[src/rtl/scan_tap_pkg.sv]
// Shared types for the boundary scan test port: controller states,
// instruction codes and the decode from instruction to data path.
package scan_tap_pkg;

    // The sixteen controller states.
    typedef enum logic [3:0] {
        ST_RESET,
        ST_IDLE,
        ST_SEL_DR,
        ST_CAP_DR,
        ST_SH_DR,
        ST_EX1_DR,
        ST_PAU_DR,
        ST_EX2_DR,
        ST_UPD_DR,
        ST_SEL_IR,
        ST_CAP_IR,
        ST_SH_IR,
        ST_EX1_IR,
        ST_PAU_IR,
        ST_EX2_IR,
        ST_UPD_IR
    } tap_state_t;

    localparam int IR_W = 3;
    typedef logic [IR_W-1:0] instr_t;

    localparam instr_t OP_EXTEST  = 3'b000;
    localparam instr_t OP_IDCODE  = 3'b001;
    localparam instr_t OP_SAMPLEZ = 3'b010;
    localparam instr_t OP_SAMPLE  = 3'b100;
    localparam instr_t OP_BYPASS  = 3'b111;

    // Data register that an instruction places between tdi and tdo.
    typedef enum logic [1:0] {
        PATH_BYPASS,
        PATH_ID,
        PATH_BOUND
    } dr_path_t;

    // Reserved codes fall to bypass.
    function automatic dr_path_t decode_path(input instr_t op);
        dr_path_t p;
        case (op)
            OP_IDCODE:                         p = PATH_ID;
            OP_EXTEST, OP_SAMPLEZ, OP_SAMPLE:  p = PATH_BOUND;
            default:                           p = PATH_BYPASS;
        endcase
        return p;
    endfunction

endpackage

[src/rtl/scan_tap_fsm.sv]
// Sixteen-state test port controller.
// Assumes: tms is stable around the rising edge of tck; rst_n is synchronous.
module scan_tap_fsm
    import scan_tap_pkg::*;
(
    input  logic       tck,
    input  logic       rst_n,
    input  logic       tms,
    output tap_state_t state
);

    tap_state_t nxt;

    // Next state from the current state and tms.
    always_comb begin
        case (state)
            ST_RESET:  nxt = tms ? ST_RESET  : ST_IDLE;
            ST_IDLE:   nxt = tms ? ST_SEL_DR : ST_IDLE;
            ST_SEL_DR: nxt = tms ? ST_SEL_IR : ST_CAP_DR;
            ST_CAP_DR: nxt = tms ? ST_EX1_DR : ST_SH_DR;
            ST_SH_DR:  nxt = tms ? ST_EX1_DR : ST_SH_DR;
            ST_EX1_DR: nxt = tms ? ST_UPD_DR : ST_PAU_DR;
            ST_PAU_DR: nxt = tms ? ST_EX2_DR : ST_PAU_DR;
            ST_EX2_DR: nxt = tms ? ST_UPD_DR : ST_SH_DR;
            ST_UPD_DR: nxt = tms ? ST_SEL_DR : ST_IDLE;
            ST_SEL_IR: nxt = tms ? ST_RESET  : ST_CAP_IR;
            ST_CAP_IR: nxt = tms ? ST_EX1_IR : ST_SH_IR;
            ST_SH_IR:  nxt = tms ? ST_EX1_IR : ST_SH_IR;
            ST_EX1_IR: nxt = tms ? ST_UPD_IR : ST_PAU_IR;
            ST_PAU_IR: nxt = tms ? ST_EX2_IR : ST_PAU_IR;
            ST_EX2_IR: nxt = tms ? ST_UPD_IR : ST_SH_IR;
            ST_UPD_IR: nxt = tms ? ST_SEL_DR : ST_IDLE;
            default:   nxt = ST_RESET;
        endcase
    end

    // State register, advanced on the rising edge.
    always_ff @(posedge tck) begin
        if (!rst_n) state <= ST_RESET;
        else        state <= nxt;
    end

endmodule

[src/rtl/scan_tap_ir.sv]
// Instruction register: a shift stage that captures 0..01 and shifts
// LSB first, and an active stage loaded on the falling edge in Update-IR.
// Assumes: the active stage returns to IDCODE in the reset state.
module scan_tap_ir
    import scan_tap_pkg::*;
(
    input  logic       tck,
    input  logic       rst_n,
    input  tap_state_t state,
    input  logic       tdi,
    output instr_t     ir_sr,
    output instr_t     ir_q
);

    localparam instr_t CAP_PAT = instr_t'(2'b01);

    // Shift stage: capture the fixed pattern, then shift from tdi.
    always_ff @(posedge tck) begin
        if (!rst_n)                 ir_sr <= CAP_PAT;
        else if (state == ST_CAP_IR) ir_sr <= CAP_PAT;
        else if (state == ST_SH_IR)  ir_sr <= {tdi, ir_sr[IR_W-1:1]};
    end

    // Active instruction, changed only on the falling edge.
    always_ff @(negedge tck) begin
        if (!rst_n || state == ST_RESET) ir_q <= OP_IDCODE;
        else if (state == ST_UPD_IR)     ir_q <= ir_sr;
    end

endmodule

[src/rtl/scan_tap_bcell.sv]
// One boundary cell: a capture/shift stage on the rising edge and
// an update latch on the falling edge that holds the parallel output.
// Assumes: at most one of cap_en and sh_en is high.
module scan_tap_bcell (
    input  logic tck,
    input  logic rst_n,
    input  logic cap_en,
    input  logic sh_en,
    input  logic upd_en,
    input  logic par_in,
    input  logic ser_in,
    output logic ser_q,
    output logic par_q
);

    // Capture/shift stage.
    always_ff @(posedge tck) begin
        if (!rst_n)      ser_q <= 1'b0;
        else if (cap_en) ser_q <= par_in;
        else if (sh_en)  ser_q <= ser_in;
    end

    // Update latch, written only on the falling edge.
    always_ff @(negedge tck) begin
        if (!rst_n)      par_q <= 1'b0;
        else if (upd_en) par_q <= ser_q;
    end

endmodule

[src/rtl/scan_tap_dr.sv]
// Data registers: the identification word, the bypass bit and the boundary
// chain. Only the register on the selected path captures or shifts.
// Assumes: path is steady during a data scan (it changes only in Update-IR).
module scan_tap_dr
    import scan_tap_pkg::*;
#(
    parameter int          BSR_LEN   = 16,
    parameter logic [2:0]  ID_REV    = 3'h0,
    parameter logic [16:0] ID_PART   = 17'h0B5C3,
    parameter logic [10:0] ID_VENDOR = 11'b00000110100
) (
    input  logic               tck,
    input  logic               rst_n,
    input  tap_state_t         state,
    input  dr_path_t           path,
    input  logic               tdi,
    input  logic [BSR_LEN-1:0] bnd_in,
    output logic [BSR_LEN-1:0] bnd_upd,
    output logic               byp_q,
    output logic               dr_out
);

    localparam int          ID_W    = 32;
    localparam logic [31:0] ID_WORD = {ID_REV, ID_PART, ID_VENDOR, 1'b1};

    logic [ID_W-1:0]    id_sr;
    logic [BSR_LEN-1:0] bsr_q;
    logic               cap_dr, sh_dr, bnd_cap, bnd_sh, bnd_upd_en;

    // State decodes shared by all data registers.
    always_comb begin
        cap_dr     = (state == ST_CAP_DR);
        sh_dr      = (state == ST_SH_DR);
        bnd_cap    = cap_dr && (path == PATH_BOUND);
        bnd_sh     = sh_dr  && (path == PATH_BOUND);
        bnd_upd_en = (state == ST_UPD_DR) && (path == PATH_BOUND);
    end

    // Identification register: capture the fixed word, shift LSB first.
    always_ff @(posedge tck) begin
        if (!rst_n)                          id_sr <= ID_WORD;
        else if (cap_dr && path == PATH_ID)  id_sr <= ID_WORD;
        else if (sh_dr && path == PATH_ID)   id_sr <= {tdi, id_sr[ID_W-1:1]};
    end

    // Bypass bit: capture zero, shift tdi.
    always_ff @(posedge tck) begin
        if (!rst_n)                              byp_q <= 1'b0;
        else if (cap_dr && path == PATH_BYPASS)  byp_q <= 1'b0;
        else if (sh_dr && path == PATH_BYPASS)   byp_q <= tdi;
    end

    // Boundary chain: cell 0 nearest tdo, tdi enters the top cell.
    for (genvar i = 0; i < BSR_LEN; i++) begin : g_cell
        logic ser_src;
        if (i == BSR_LEN - 1) begin : g_top
            assign ser_src = tdi;
        end else begin : g_mid
            assign ser_src = bsr_q[i+1];
        end
        scan_tap_bcell u_cell (
            .tck    (tck),
            .rst_n  (rst_n),
            .cap_en (bnd_cap),
            .sh_en  (bnd_sh),
            .upd_en (bnd_upd_en),
            .par_in (bnd_in[i]),
            .ser_in (ser_src),
            .ser_q  (bsr_q[i]),
            .par_q  (bnd_upd[i])
        );
    end

    // Serial output of the selected register.
    always_comb begin
        case (path)
            PATH_ID:    dr_out = id_sr[0];
            PATH_BOUND: dr_out = bsr_q[0];
            default:    dr_out = byp_q;
        endcase
    end

endmodule

[src/rtl/scan_tap.sv]
// Boundary scan test access port top: controller, instruction register,
// data registers and the falling-edge tdo stage.
// Assumes: one clock (tck); outputs that follow a falling edge are
// used by pads that sample them on the next rising edge.
module scan_tap
    import scan_tap_pkg::*;
#(
    parameter int          BSR_LEN   = 16,
    parameter logic [2:0]  ID_REV    = 3'h0,
    parameter logic [16:0] ID_PART   = 17'h0B5C3,
    parameter logic [10:0] ID_VENDOR = 11'b00000110100
) (
    input  logic               tck,
    input  logic               rst_n,
    input  logic               tms,
    input  logic               tdi,
    output logic               tdo,
    output logic               tdo_oe,
    output logic               force_hiz,
    input  logic [BSR_LEN-1:0] bnd_in,
    output logic [BSR_LEN-1:0] bnd_upd
);

    tap_state_t state;
    instr_t     ir_sr, ir_q;
    dr_path_t   path;
    logic       dr_out, byp_q;

    scan_tap_fsm u_fsm (
        .tck   (tck),
        .rst_n (rst_n),
        .tms   (tms),
        .state (state)
    );

    scan_tap_ir u_ir (
        .tck   (tck),
        .rst_n (rst_n),
        .state (state),
        .tdi   (tdi),
        .ir_sr (ir_sr),
        .ir_q  (ir_q)
    );

    // Path and high-impedance request decoded from the active instruction.
    always_comb begin
        path      = decode_path(ir_q);
        force_hiz = (ir_q == OP_SAMPLEZ);
    end

    scan_tap_dr #(
        .BSR_LEN   (BSR_LEN),
        .ID_REV    (ID_REV),
        .ID_PART   (ID_PART),
        .ID_VENDOR (ID_VENDOR)
    ) u_dr (
        .tck     (tck),
        .rst_n   (rst_n),
        .state   (state),
        .path    (path),
        .tdi     (tdi),
        .bnd_in  (bnd_in),
        .bnd_upd (bnd_upd),
        .byp_q   (byp_q),
        .dr_out  (dr_out)
    );

    // tdo and its enable, driven on the falling edge in the shift states.
    always_ff @(negedge tck) begin
        if (!rst_n) begin
            tdo    <= 1'b0;
            tdo_oe <= 1'b0;
        end else begin
            case (state)
                ST_SH_IR: begin tdo <= ir_sr[0]; tdo_oe <= 1'b1; end
                ST_SH_DR: begin tdo <= dr_out;   tdo_oe <= 1'b1; end
                default:  begin tdo <= 1'b0;     tdo_oe <= 1'b0; end
            endcase
        end
    end

endmodule

[config.mk]
export PLATFORM = sky130hd
export DESIGN_NAME = scan_tap
export DESIGN_NICKNAME = d
export VERILOG_FILES = /design/src/rtl/scan_tap_pkg.sv /design/src/rtl/scan_tap_fsm.sv /design/src/rtl/scan_tap_ir.sv /design/src/rtl/scan_tap_bcell.sv /design/src/rtl/scan_tap_dr.sv /design/src/rtl/scan_tap.sv
export SDC_FILE = /design/constraint.sdc
export NUM_CORES = 1
export LEC_CHECK = 0
export ABC_AREA = 1
export BUFFER_PORTS_ARGS = -buffer_cell sky130_fd_sc_hd__buf_2
export CORE_MARGIN = 3
export CORE_UTILIZATION = 63
export CTS_CLUSTER_DIAMETER = 120
export CTS_CLUSTER_SIZE = 40
export DETAILED_ROUTE_END_ITERATION = 10
export PLACE_DENSITY = 0.86
export SLEW_MARGIN = 30
export SYNTH_ARGS = -nofsm -noshare
export SYNTH_HDL_FRONTEND = slang
export SYNTH_HIERARCHICAL = 1
export SYNTH_SLANG_ARGS = --single-unit
[constraint.sdc]
create_clock -name tck -period 7.45 [get_ports tck]
set_clock_uncertainty 0.05 [all_clocks]
set_input_delay 0.745 -clock tck [delete_from_list [all_inputs] [get_ports tck]]
set_output_delay 0.745 -clock tck [all_outputs]
set_load 0.02 [all_outputs]
# ---- After elaboration in Yosys (flattened, before gate mapping)
# Index checks and enable logic that the tools add are counted.
# W data, S select, Z words.
dict set report totals {
  reg_bits 77
  output_inout_bits 19
  elab_cells 130
  input_bits 20
}
dict set report classes {
  mux 49
  n_reduce_logical 21
  n_bitwise 1
  eq_ne 20
}
# operator n
set op_table {}
lappend op_table {{$pmux W4 S12} 1}
lappend op_table {{$mux W1} 36}
lappend op_table {{$eq A4 B4 Y1 const B} 8}
lappend op_table {{$eq A4 B3 Y1 const B} 4}
lappend op_table {{$mux W4} 4}
lappend op_table {{$reduce_or A2 Y1} 6}
lappend op_table {{$eq A4 B2 Y1 const B} 2}
lappend op_table {{$logic_and A1 B1 Y1} 7}
lappend op_table {{$mux W2} 3}
lappend op_table {{$mux W3} 2}
lappend op_table {{$reduce_or A3 Y1} 2}
lappend op_table {{$eq A4 B1 Y1 const B} 1}
lappend op_table {{$logic_not A4 Y1} 1}
lappend op_table {{$pmux W1 S2} 2}
lappend op_table {{$pmux W2 S2} 1}
lappend op_table {{$eq A3 B1 Y1 const B} 1}
lappend op_table {{$eq A3 B2 Y1 const B} 1}
lappend op_table {{$eq A3 B3 Y1 const B} 1}
lappend op_table {{$logic_not A3 Y1} 1}
lappend op_table {{$eq A2 B1 Y1 const B} 1}
lappend op_table {{$eq A2 B2 Y1 const B} 1}
lappend op_table {{$logic_not A2 Y1} 1}
lappend op_table {{$reduce_bool A2 Y1} 1}
lappend op_table {{$logic_not A1 Y1} 1}
lappend op_table {{2 further kinds} 2}

# ---- Longest topological paths before layout
# Gate-level depths: netlist (run 1).
dict set report logic_depth {
  word_depth 7
  mapped_depth 10
  ltp_nobuf 10
}

# ---- Modules after synthesis
# The synthesis (run 1) kept the hierarchy.
# module n_inst seq_area_each_um2 area_per_inst_um2 cells_each
set by_module_without_submodules {}
lappend by_module_without_submodules {scan_tap_bcell 16 40.0 93.8 15}
lappend by_module_without_submodules {scan_tap_dr 1 660.6 1493.9 176}
lappend by_module_without_submodules {scan_tap_fsm 1 80.1 397.9 66}
lappend by_module_without_submodules {scan_tap_ir 1 120.1 281.5 41}
lappend by_module_without_submodules {scan_tap 1 40.0 136.4 22}

==> metrics.csv, run 1 <==
stage,metric,value,unit
layout,drive_gt1_share,18.8,%
place,gp_congestion,0.852,
drt,ant_nets,0,
floorplanning,fp.dieH,83.8,µm
flow_run,max_cap_viol_count,0,
cts,clock_latency,390,ps
synthesis,yosysMostFrequentCell,nand2_1,
cts,postCtsSetupRepairBufs,0,
layout,antenna_cells,0,
floorplanning,die_area,7020,µm²
place,hpwlAfterDp,4.97,mm
cts,cts_resized,0,
layout,final_nets,607,
global_routing,antenna_found_initial,0,
worst_setup_path,crit_path_end_kind,flop,
status,status,finished clean,
drt,drt_iter0_markers,308,
timing,slew_violations,0,
cts,cts_root_buf,clkbuf_8,
hold_path,holdPathStages,2,
timing,setup-violations-final,0,
cts,cts_tree,yes,
worst_setup_path,arrival,6270,ps
worst_setup_path,cpPeakStageDelay,610,ps
worst_setup_path,crit_required,7620,ps
global_routing,grt_max_degree,40,
drt,num_vias,3479,
layout,area_delta_synth_final,9.95,%
timing,rsz0062_at_grt,false,
drt,drt-total-wl,7.76,mm
worst_setup_path,path_max_fanout,32,
cts,htree_levels,3,
synthesis,syn_avg_cell_area,6.99,µm²
cts,cts_sinks,77,
synthesis,synth_warnings,6,
timing,fin_tns_setup,0,ps
floorplanning,start_util,67.2,%
cts,cts_buffers,9,
drt,dr.pass1.iters,5,
floorplanning,io-pin-count,39,
power,p_total,0.825,mW
timing,hold_viol,0,
cts,clock_path_buffers,2,
synthesis,synth.distinct_cells,28,
synthesis,synth_fp_nets,568,
synthesis,async_flop_share,0,%
place,io_buffers,38,
synthesis,synth_top_area_cell,dfxtp_1,
floorplanning,rows,27,
synthesis,ys_top_cells_by_area,"dfxtp_1, nand2_1, inv_1",
timing,tightest_slew,824,ps
global_routing,grt_pass1_wl,13.7,mm
synthesis,synth_seq_area_share,40.4,%
power,p_leak,1.95,nW
global_routing,grt_pass1_vias,3279,
worst_setup_path,slowest_stage,ha_1,
global_routing,grt_overflow,0,
cts,hold_buffers,0,
synthesis,synth_top_cell_area_share,40.4,%
worst_setup_path,start_kind,flop,
timing,slew_headroom,45.0,%
cts,cts.clk_slew.worst_paths,80,ps
drt,via_per_inst,5.26,
synthesis,synth_common_cells,"nand2_1, inv_1, nor2_1, dfxtp_1, o21ai_0",
floorplanning,die_x,83.8,µm
synthesis,synthesis.area,3810,µm²
hold_path,hold_path_class,flop to flop,
global_routing,track_usage,23.3,%
synthesis,synth_edf_count,0,
drt,drc_errors,0,
power,ir_drop,0.000143,V
synthesis,postSynthCellCount,545,
worst_setup_path,crit_type,flop to flop,
synthesis,synth_seq_cells,77,
power,p_per_area,197,nW/µm²
worst_setup_path,crit_chain,inv_1 > nor3_1 > ha_1 > buf_4 > nand3_4 > nand2_1 > nand3_1,
floorplanning,coreArea,5680,µm²
drt,wl_per_cell,11.7,µm
worst_setup_path,rr_worst_depth,7,
synthesis,synth_ff_type,dfxtp_1,
where the power goes:
part | internal (mW) | switching [mW]
Sequential | 0.416 | 0.00715
Clock | 0.178 | 0.181
Combinational | 0.0137 | 0.0298
Total | 0.607 | 0.218
cell families after synthesis:
group	count (synthesis)	synth area share [%]
simple gates	285	34.8
buf+inv	108	13.1
compound gates	72	10.7
fa+ha+maj	3	0.985
flops	77	40.4
through the flow:
step	instance area, µm²	worst slack, ps	utilization [%]	std cells	hold slack, ps
5_1_grt	4190	1130	73.8	661	438
3_3_place_gp	3980	1520	70.2	642	393
3_5_place_dp	3980	1410	70.2	642	406
4_1_cts	4190	1360	73.8	661	417
2_1_floorplan	3810	1180	-	545	385
6_report	4190	1360	73.8	661	415
placed cells by master (no fill, tap or decap), types with 2 or more instances in the layout:
cell type | Yosys | layout
nand2_1 | 109 | 109
inv_1 | 82 | 85
nor2_1 | 81 | 79
dfxtp_1 | 77 | 77
buf_2 | 5 | 38
o21ai_0 | 38 | 38
nand4_1 | 33 | 33
nand3_1 | 28 | 28
nor2_2 | 20 | 22
a21oi_1 | 18 | 18
a21oi_2 | 11 | 11
clkbuf_8 | 0 | 10
inv_2 | 7 | 7
buf_4 | 3 | 6
nor2_4 | 4 | 4
clkinv_2 | 0 | 3
ha_1 | 3 | 3
nand2_2 | 3 | 3
nand3_2 | 2 | 2
a31oi_1 | 2 | 2
state kept, by name, summed over array words and instances (netlist names), 3 cells and up:
name	cells
u_ir/ir_q	3
u_ir/ir_sr	3
u_dr/id_sr	32
u_dr/g_cell.u_cell/ser_q	16
u_dr/g_cell.u_cell/par_q	16
u_fsm/state	4
per-layer routing:
layer	part of all wire, %	track usage [%]	wire, µm	vias to the layer above
met5	0	0	0	-
met4	1.1	6.87	82	0
met3	6.7	8.09	520	12
met2	48	40.3	3710	103
met1	44	27.1	3450	1567
li1	-	-	-	1797
layout make-up:
type | instances | area [µm²]
Sequential cell | 77 | 1540
Inverter | 71 | 267
Fill cell | 450 | 1490
Timing Repair Buffer | 44 | 235
Tap cell | 72 | 90.1
Clock inverter | 26 | 133
Multi-Input combinational cell | 360 | 1780
Clock buffer | 11 | 141
final timing paths:
path                       start             end  slack [ps]
setup reg to reg    u_ir/ir_q[0]   u_dr/id_sr[3]        1360
hold reg to reg   u_dr/id_sr[23]  u_dr/id_sr[23]         420
setup / recovery    u_ir/ir_q[0]   u_dr/id_sr[3]        1360
hold / removal    u_dr/id_sr[23]  u_dr/id_sr[23]         420
worst max-delay path: cells and delay by family (launching register included):
kind | cells | cell delay (ps)
DFF | 1 | 330
adders and majority gates | 1 | 610
buffers and inverters | 2 | 400
and+or+nand+nor | 4 | 790
Power figures use the tool's default switching activity.
==> run 2: changes to the inputs <==
--- a/config.mk
+++ b/config.mk
@@ -8,11 +8,11 @@
 export ABC_AREA = 1
 export BUFFER_PORTS_ARGS = -buffer_cell sky130_fd_sc_hd__buf_2
 export CORE_MARGIN = 3
-export CORE_UTILIZATION = 63
+export CORE_UTILIZATION = 53
 export CTS_CLUSTER_DIAMETER = 120
 export CTS_CLUSTER_SIZE = 40
 export DETAILED_ROUTE_END_ITERATION = 10
-export PLACE_DENSITY = 0.86
+export PLACE_DENSITY = 0.78
 export SLEW_MARGIN = 30
 export SYNTH_ARGS = -nofsm -noshare
 export SYNTH_HDL_FRONTEND = slang
==> constraint.sdc (replaced) <==
create_clock -name tck -period 5.4 [get_ports tck]
set_clock_uncertainty 0.05 [all_clocks]
set_input_delay 0.54 -clock tck [delete_from_list [all_inputs] [get_ports tck]]
set_output_delay 0.54 -clock tck [all_outputs]
set_load 0.02 [all_outputs]
==> run 2 against run 1 <==
Via count rose by 0.57%. Sequential share of layout area shrank 0.56 points. Largest power group unchanged. Power grew 37%. Cell count grew 4.2%. Clock-buffer cell count decreased by 1.
==> metrics.csv, run 2 (synthesized netlist as in run 1, its figures left out) <==
stage,metric,value,unit
place,dpl_cell_area,4050,µm²
worst_setup_path,crit_required,5580,ps
worst_setup_path,path_max_fanout,32,
layout,final_common_cell,nand2_1,
cts,cts.clk_slew.worst_paths,80,ps
timing,setup_ws,605,ps
place,dp_slack,633,ps
timing,slew_headroom,48.0,%
layout,multiInputGateArea,1790,µm²
floorplanning,start_util,55.5,%
floorplanning,rows,30,
global_routing,track_usage,20.0,%
status,status,finished clean,
layout,largestRegisters,"u_dr/id_sr (32), u_dr/g_cell.u_cell/par_q (16), u_dr/g_cell.u_cell/ser_q (16)",
layout,final_nets,611,
worst_setup_path,crit_path_end_kind,flop,
layout,drive_gt1_share,19.6,%
floorplanning,die_area,8240,µm²
cts,cts_buffers,9,
layout,utilization,61.9,%
cts,cts_tree,yes,
place,hpwlAfterDp,5.25,mm
cts,htree_levels,3,
timing,tightest_slew,778,ps
worst_setup_path,arrival,4980,ps
drt,wl_per_cell,11.8,µm
layout,final_area,4260,µm²
place,io_buffers,38,
worst_setup_path,crit_type,flop to flop,
global_routing,grt_overflow,0,
global_routing,grt_max_degree,37,
layout,top_register,u_dr/id_sr,
cts,cts_root_buf,clkbuf_8,
drt,drt-total-wl,8.11,mm
cts,clock_path_buffers,2,
hold_path,hold_path_class,input pin to flop,
layout,finalNonFillerCells,689,
drt,via_per_inst,5.08,
drt,ant_nets,0,
worst_setup_path,start_kind,flop,
layout,area_delta_synth_final,11.7,%
floorplanning,coreArea,6870,µm²
drt,dr.pass1.iters,5,
cts,cts_sinks,77,
layout,layout_common_cells,"nand2_1, inv_1, nor2_1, dfxtp_1",
cts,hold_buffers,0,
global_routing,antenna_found_initial,0,
floorplanning,fp.dieH,90.8,µm
power,p_leak,1.96,nW
cts,clock_latency,390,ps
flow_run,max_cap_viol_count,0,
timing,holdWs,395,ps
place,dp_cells,670,
timing,fin_tns_setup,0,ps
drt,drt_iter0_markers,333,
floorplanning,die_x,90.8,µm
timing,rsz0062_at_grt,false,
drt,drc_errors,0,
layout,largest_register_ffs,32,
power,ir_drop,0.000211,V
power,p_per_area,266,nW/µm²
cts,postCtsSetupRepairBufs,0,
global_routing,grt_pass1_wl,13.8,mm
layout,nFillCells,640,
drt,num_vias,3499,
place,gp_congestion,0.821,
timing,setup-violations-final,0,
global_routing,grt_pass1_vias,3229,
floorplanning,io-pin-count,39,
layout,seq_area,1540,µm²
power,p_total,1.13,mW
layout,antenna_cells,0,
timing,slew_violations,0,
timing,hold_viol,0,
cts,cts_resized,0,
-- run 2: changes by cell type in the layout (fill, tap and decap cells not counted) --
cell	change
nor2_2	-1
inv_4	+1
clkinv_2	-3
nor2_4	+1
bufinv_16	-1
clkinvlp_2	+1
inv_8	+1
buf_4	+4
clkbuf_16	+1
clkinvlp_4	+2
clkbuf_1	-1
clkbuf_8	-1
-- run 2: path summary, 6_finish.rpt --
path                                startpoint                     endpoint  slack (ps)  depth (start not counted)
worst max-delay path              u_ir/ir_q[0]               u_dr/id_sr[18]         600                          6
worst max register to register    u_ir/ir_q[0]               u_dr/id_sr[18]         600                          6
worst min register to register  u_dr/id_sr[28]               u_dr/id_sr[28]         420                          2
worst min-delay path                 bnd_in[7]  u_dr/g_cell[7].u_cell/ser_q         390                          3
-- run 2: area by class of cell --
type                    instances  area share, %
multi-input cells             360           42.0
flip-flops and latches         77           36.2
inverters                      71           6.26
repair buffers                 48           6.23
clock buffers                  10           3.50
clock inverters                27           2.94
well taps                      96           2.82
-- run 2: worst max-delay path: stages (launching register included) --
cell,delay [ps]
dfxtp_1,340
inv_1,60
nor3_1,220
ha_1,590
nand3_4,420
nand2_1,180
nand3_1,80
-- run 2: report_power, final --
part / internal, mW / switching [mW]
registers: 0.574 / 0.00335
clock network: 0.218 / 0.265
logic: 0.0211 / 0.0502
total: 0.813 / 0.318
-- run 2: routing by layer --
layer	share of wire, %	wire length, µm	global-route usage (%)	vias up
met1	45	3690	25.5	1581
met2	47	3830	33.0	101
met3	5.9	481	4.33	8
met4	1.4	115	8.04	0
met5	0	0	0	-
li1	-	-	-	1809
==> run 3: changes to the inputs <==
--- a/config.mk
+++ b/config.mk
@@ -5,14 +5,13 @@
 export SDC_FILE = /design/constraint.sdc
 export NUM_CORES = 1
 export LEC_CHECK = 0
-export ABC_AREA = 1
 export BUFFER_PORTS_ARGS = -buffer_cell sky130_fd_sc_hd__buf_2
 export CORE_MARGIN = 3
-export CORE_UTILIZATION = 53
+export CORE_UTILIZATION = 52
 export CTS_CLUSTER_DIAMETER = 120
 export CTS_CLUSTER_SIZE = 40
 export DETAILED_ROUTE_END_ITERATION = 10
-export PLACE_DENSITY = 0.78
+export PLACE_DENSITY = 0.77
 export SLEW_MARGIN = 30
 export SYNTH_ARGS = -nofsm -noshare
 export SYNTH_HDL_FRONTEND = slang
==> run 3 against run 2 <==
Flip-flop and latch count did not move. Combinational power shrank 18%. Critical path type unchanged. Cell count shrank 28%.
==> metrics.csv, run 3 <==
stage,metric,value,unit
worst_setup_path,rrSetupSlack,380,ps
worst_setup_path,rr_worst_depth,7,
synthesis,syn_avg_cell_area,9.29,µm²
worst_setup_path,start_kind,flop,
layout,nFillCells,539,
layout,largest_register_ffs,32,
place,io_buffers,38,
layout,finalNonFillerCells,497,
layout,final_nets,438,
global_routing,grt_pass1_vias,2478,
place,hpwlAfterDp,4.23,mm
timing,slew_headroom,39.2,%
worst_setup_path,cp_num_cells,7,
worst_setup_path,crit_family,simple AND/OR/NAND/NOR gates,
floorplanning,die_x,88.1,µm
drt,drt_iter0_markers,165,
timing,slew_violations,0,
synthesis,synth_seq_cells,77,
power,p_per_area,283,nW/µm²
place,dp_cells,478,
worst_setup_path,r2r-end,u_dr/g_cell[12].u_cell/ser_q,
cts,htree_levels,3,
synthesis,synth_common_cells,"dfxtp_1, nand3_1, o21ai_1, inv_1, a21oi_1",
synthesis,synth_seq_area_share,44.0,%
power,ir_drop,0.000177,V
drt,drc_errors,0,
synthesis,ys_top_cells_by_area,"dfxtp_1, nand3_1, mux2i_1",
global_routing,antenna_found_initial,0,
floorplanning,io-pin-count,39,
worst_setup_path,cp-endpoint,u_dr/g_cell[12].u_cell/ser_q,
worst_setup_path,path_max_fanout,16,
floorplanning,die_area,7760,µm²
timing,fin_tns_setup,0,ps
timing,holdWs,408,ps
cts,cts_buffers,9,
cts,cts_tree,yes,
synthesis,synth.distinct_cells,47,
synthesis,yosysMostFrequentCell,dfxtp_1,
timing,rsz0062_at_grt,false,
cts,clock_latency,390,ps
timing,setup_ws,383,ps
layout,drive_gt1_share,17.9,%
layout,top_register,u_dr/id_sr,
worst_setup_path,arrival,5210,ps
layout,layout_common_cells,"dfxtp_1, nand3_1, buf_2, o21ai_1, inv_1",
floorplanning,start_util,54.5,%
drt,ant_nets,0,
layout,antenna_cells,0,
drt,num_vias,2786,
floorplanning,coreArea,6420,µm²
place,dpl_cell_area,3750,µm²
cts,hold_buffers,0,
flow_run,max_cap_viol_count,0,
global_routing,grt_overflow,0,
synthesis,postSynthCellCount,377,
synthesis,async_flop_share,0,%
global_routing,grt_pass1_wl,11.3,mm
cts,cts_resized,0,
worst_setup_path,crit_path_start,u_ir/ir_q[0],
hold_path,min_from,u_dr/id_sr[31],
floorplanning,rows,29,
cts,cts_sinks,77,
hold_path,hold_path_class,flop to flop,
timing,setup-violations-final,0,
worst_setup_path,crit_required,5600,ps
synthesis,synthesis.area,3500,µm²
cts,cts_root_buf,clkbuf_8,
layout,area_delta_synth_final,12.8,%
timing,hold_viol,0,
worst_setup_path,cpMostUsedCell,inv_1,
place,dp_slack,427,ps
drt,via_per_inst,5.61,
worst_setup_path,crit_path_end_kind,flop,
layout,final_area,3950,µm²
floorplanning,fp.dieH,88.1,µm
global_routing,grt_max_degree,35,
cts,postCtsSetupRepairBufs,0,
worst_setup_path,slowest_stage,nor3_4,
layout,largestRegisters,"u_dr/id_sr (32), u_dr/g_cell.u_cell/par_q (16), u_dr/g_cell.u_cell/ser_q (16)",
layout,final_common_cell,dfxtp_1,
worst_setup_path,cpPeakStageDelay,650,ps
timing,tightest_slew,910,ps
power,p_leak,1.76,nW
synthesis,synth_fp_nets,400,
synthesis,synth_warnings,6,
global_routing,track_usage,18.2,%
synthesis,synth_top_cell_area_share,44.0,%
place,gp_congestion,0.730,
worst_setup_path,worstPathBufferInverterCount,2,
worst_setup_path,reg2reg_from,u_ir/ir_q[0],
drt,wl_per_cell,13.5,µm
worst_setup_path,crit_type,flop to flop,
cts,cts.clk_slew.worst_paths,90,ps
drt,dr.pass1.iters,4,
status,status,finished clean,
synthesis,synth_ff_type,dfxtp_1,
synthesis,synth_edf_count,0,
worst_setup_path,crit_chain,nor3b_1 > inv_1 > ha_1 > inv_1 > nor3_4 > mux2_1 > o211a_1,
drt,drt-total-wl,6.70,mm
cts,clock_path_buffers,2,
synthesis,synth_top_area_cell,dfxtp_1,
==> run 3: layer usage <==
metal	vias to the layer above	part of all wire [%]	track usage, %
met5	-	0	0
met4	0	1.1	8.24
met3	5	4.4	4.14
met2	62	46	28.3
met1	1296	49	24.2
li1	1423	-	-
==> run 3: worst min-delay path, stage by stage (launching register included) <==
cell	delay, ps
dfxtp_1	320
nand3_1	60
a21oi_1	50
==> run 3: cells by family after synthesis <==
logic type / Yosys count / share of synthesized area, %
and+or+nand+nor: 115 / 19.0
adders and majority gates: 3 / 1.07
DFF: 77 / 44.0
buffers and inverters: 48 / 6.57
muxes: 34 / 10.3
AOI/OAI and AO/OA: 100 / 19.0
==> run 3: metrics by stage <==
step                      utilization (%)  total power, mW
after detailed placement             58.4            0.702
after global placement               58.3            0.701
after CTS                            61.5             1.13
final                                61.5             1.12
after global routing                 61.5             1.18
after floorplan                         -            0.683
==> run 3: how the worst min path moves through the flow <==
stage / end / slack [ps] / cells after the start
after global routing: u_dr/id_sr[2] / 430 / 2
after global placement: u_dr/id_sr[26] / 400 / 2
after detailed placement: u_dr/id_sr[29] / 400 / 2
after floorplan: u_dr/id_sr[14] / 390 / 2
final: u_dr/id_sr[30] / 410 / 2
after CTS: u_dr/id_sr[30] / 410 / 2
==> run 3: where the power goes <==
group | switching, mW | internal [mW]
Clock | 0.274 | 0.199
Combinational | 0.0343 | 0.0242
Sequential | 0.0116 | 0.576
Total | 0.320 | 0.799
==> run 3: final cells by class <==
type	count	area [µm²]	share of cell area, %
sequential	77	1540	39.0
clock inverter	28	140	3.55
tap	77	96.3	2.44
timing repair buffer	45	243	6.15
multi-input combinational	252	1770	44.8
inverter	9	33.8	0.856
clock buffer	9	124	3.14
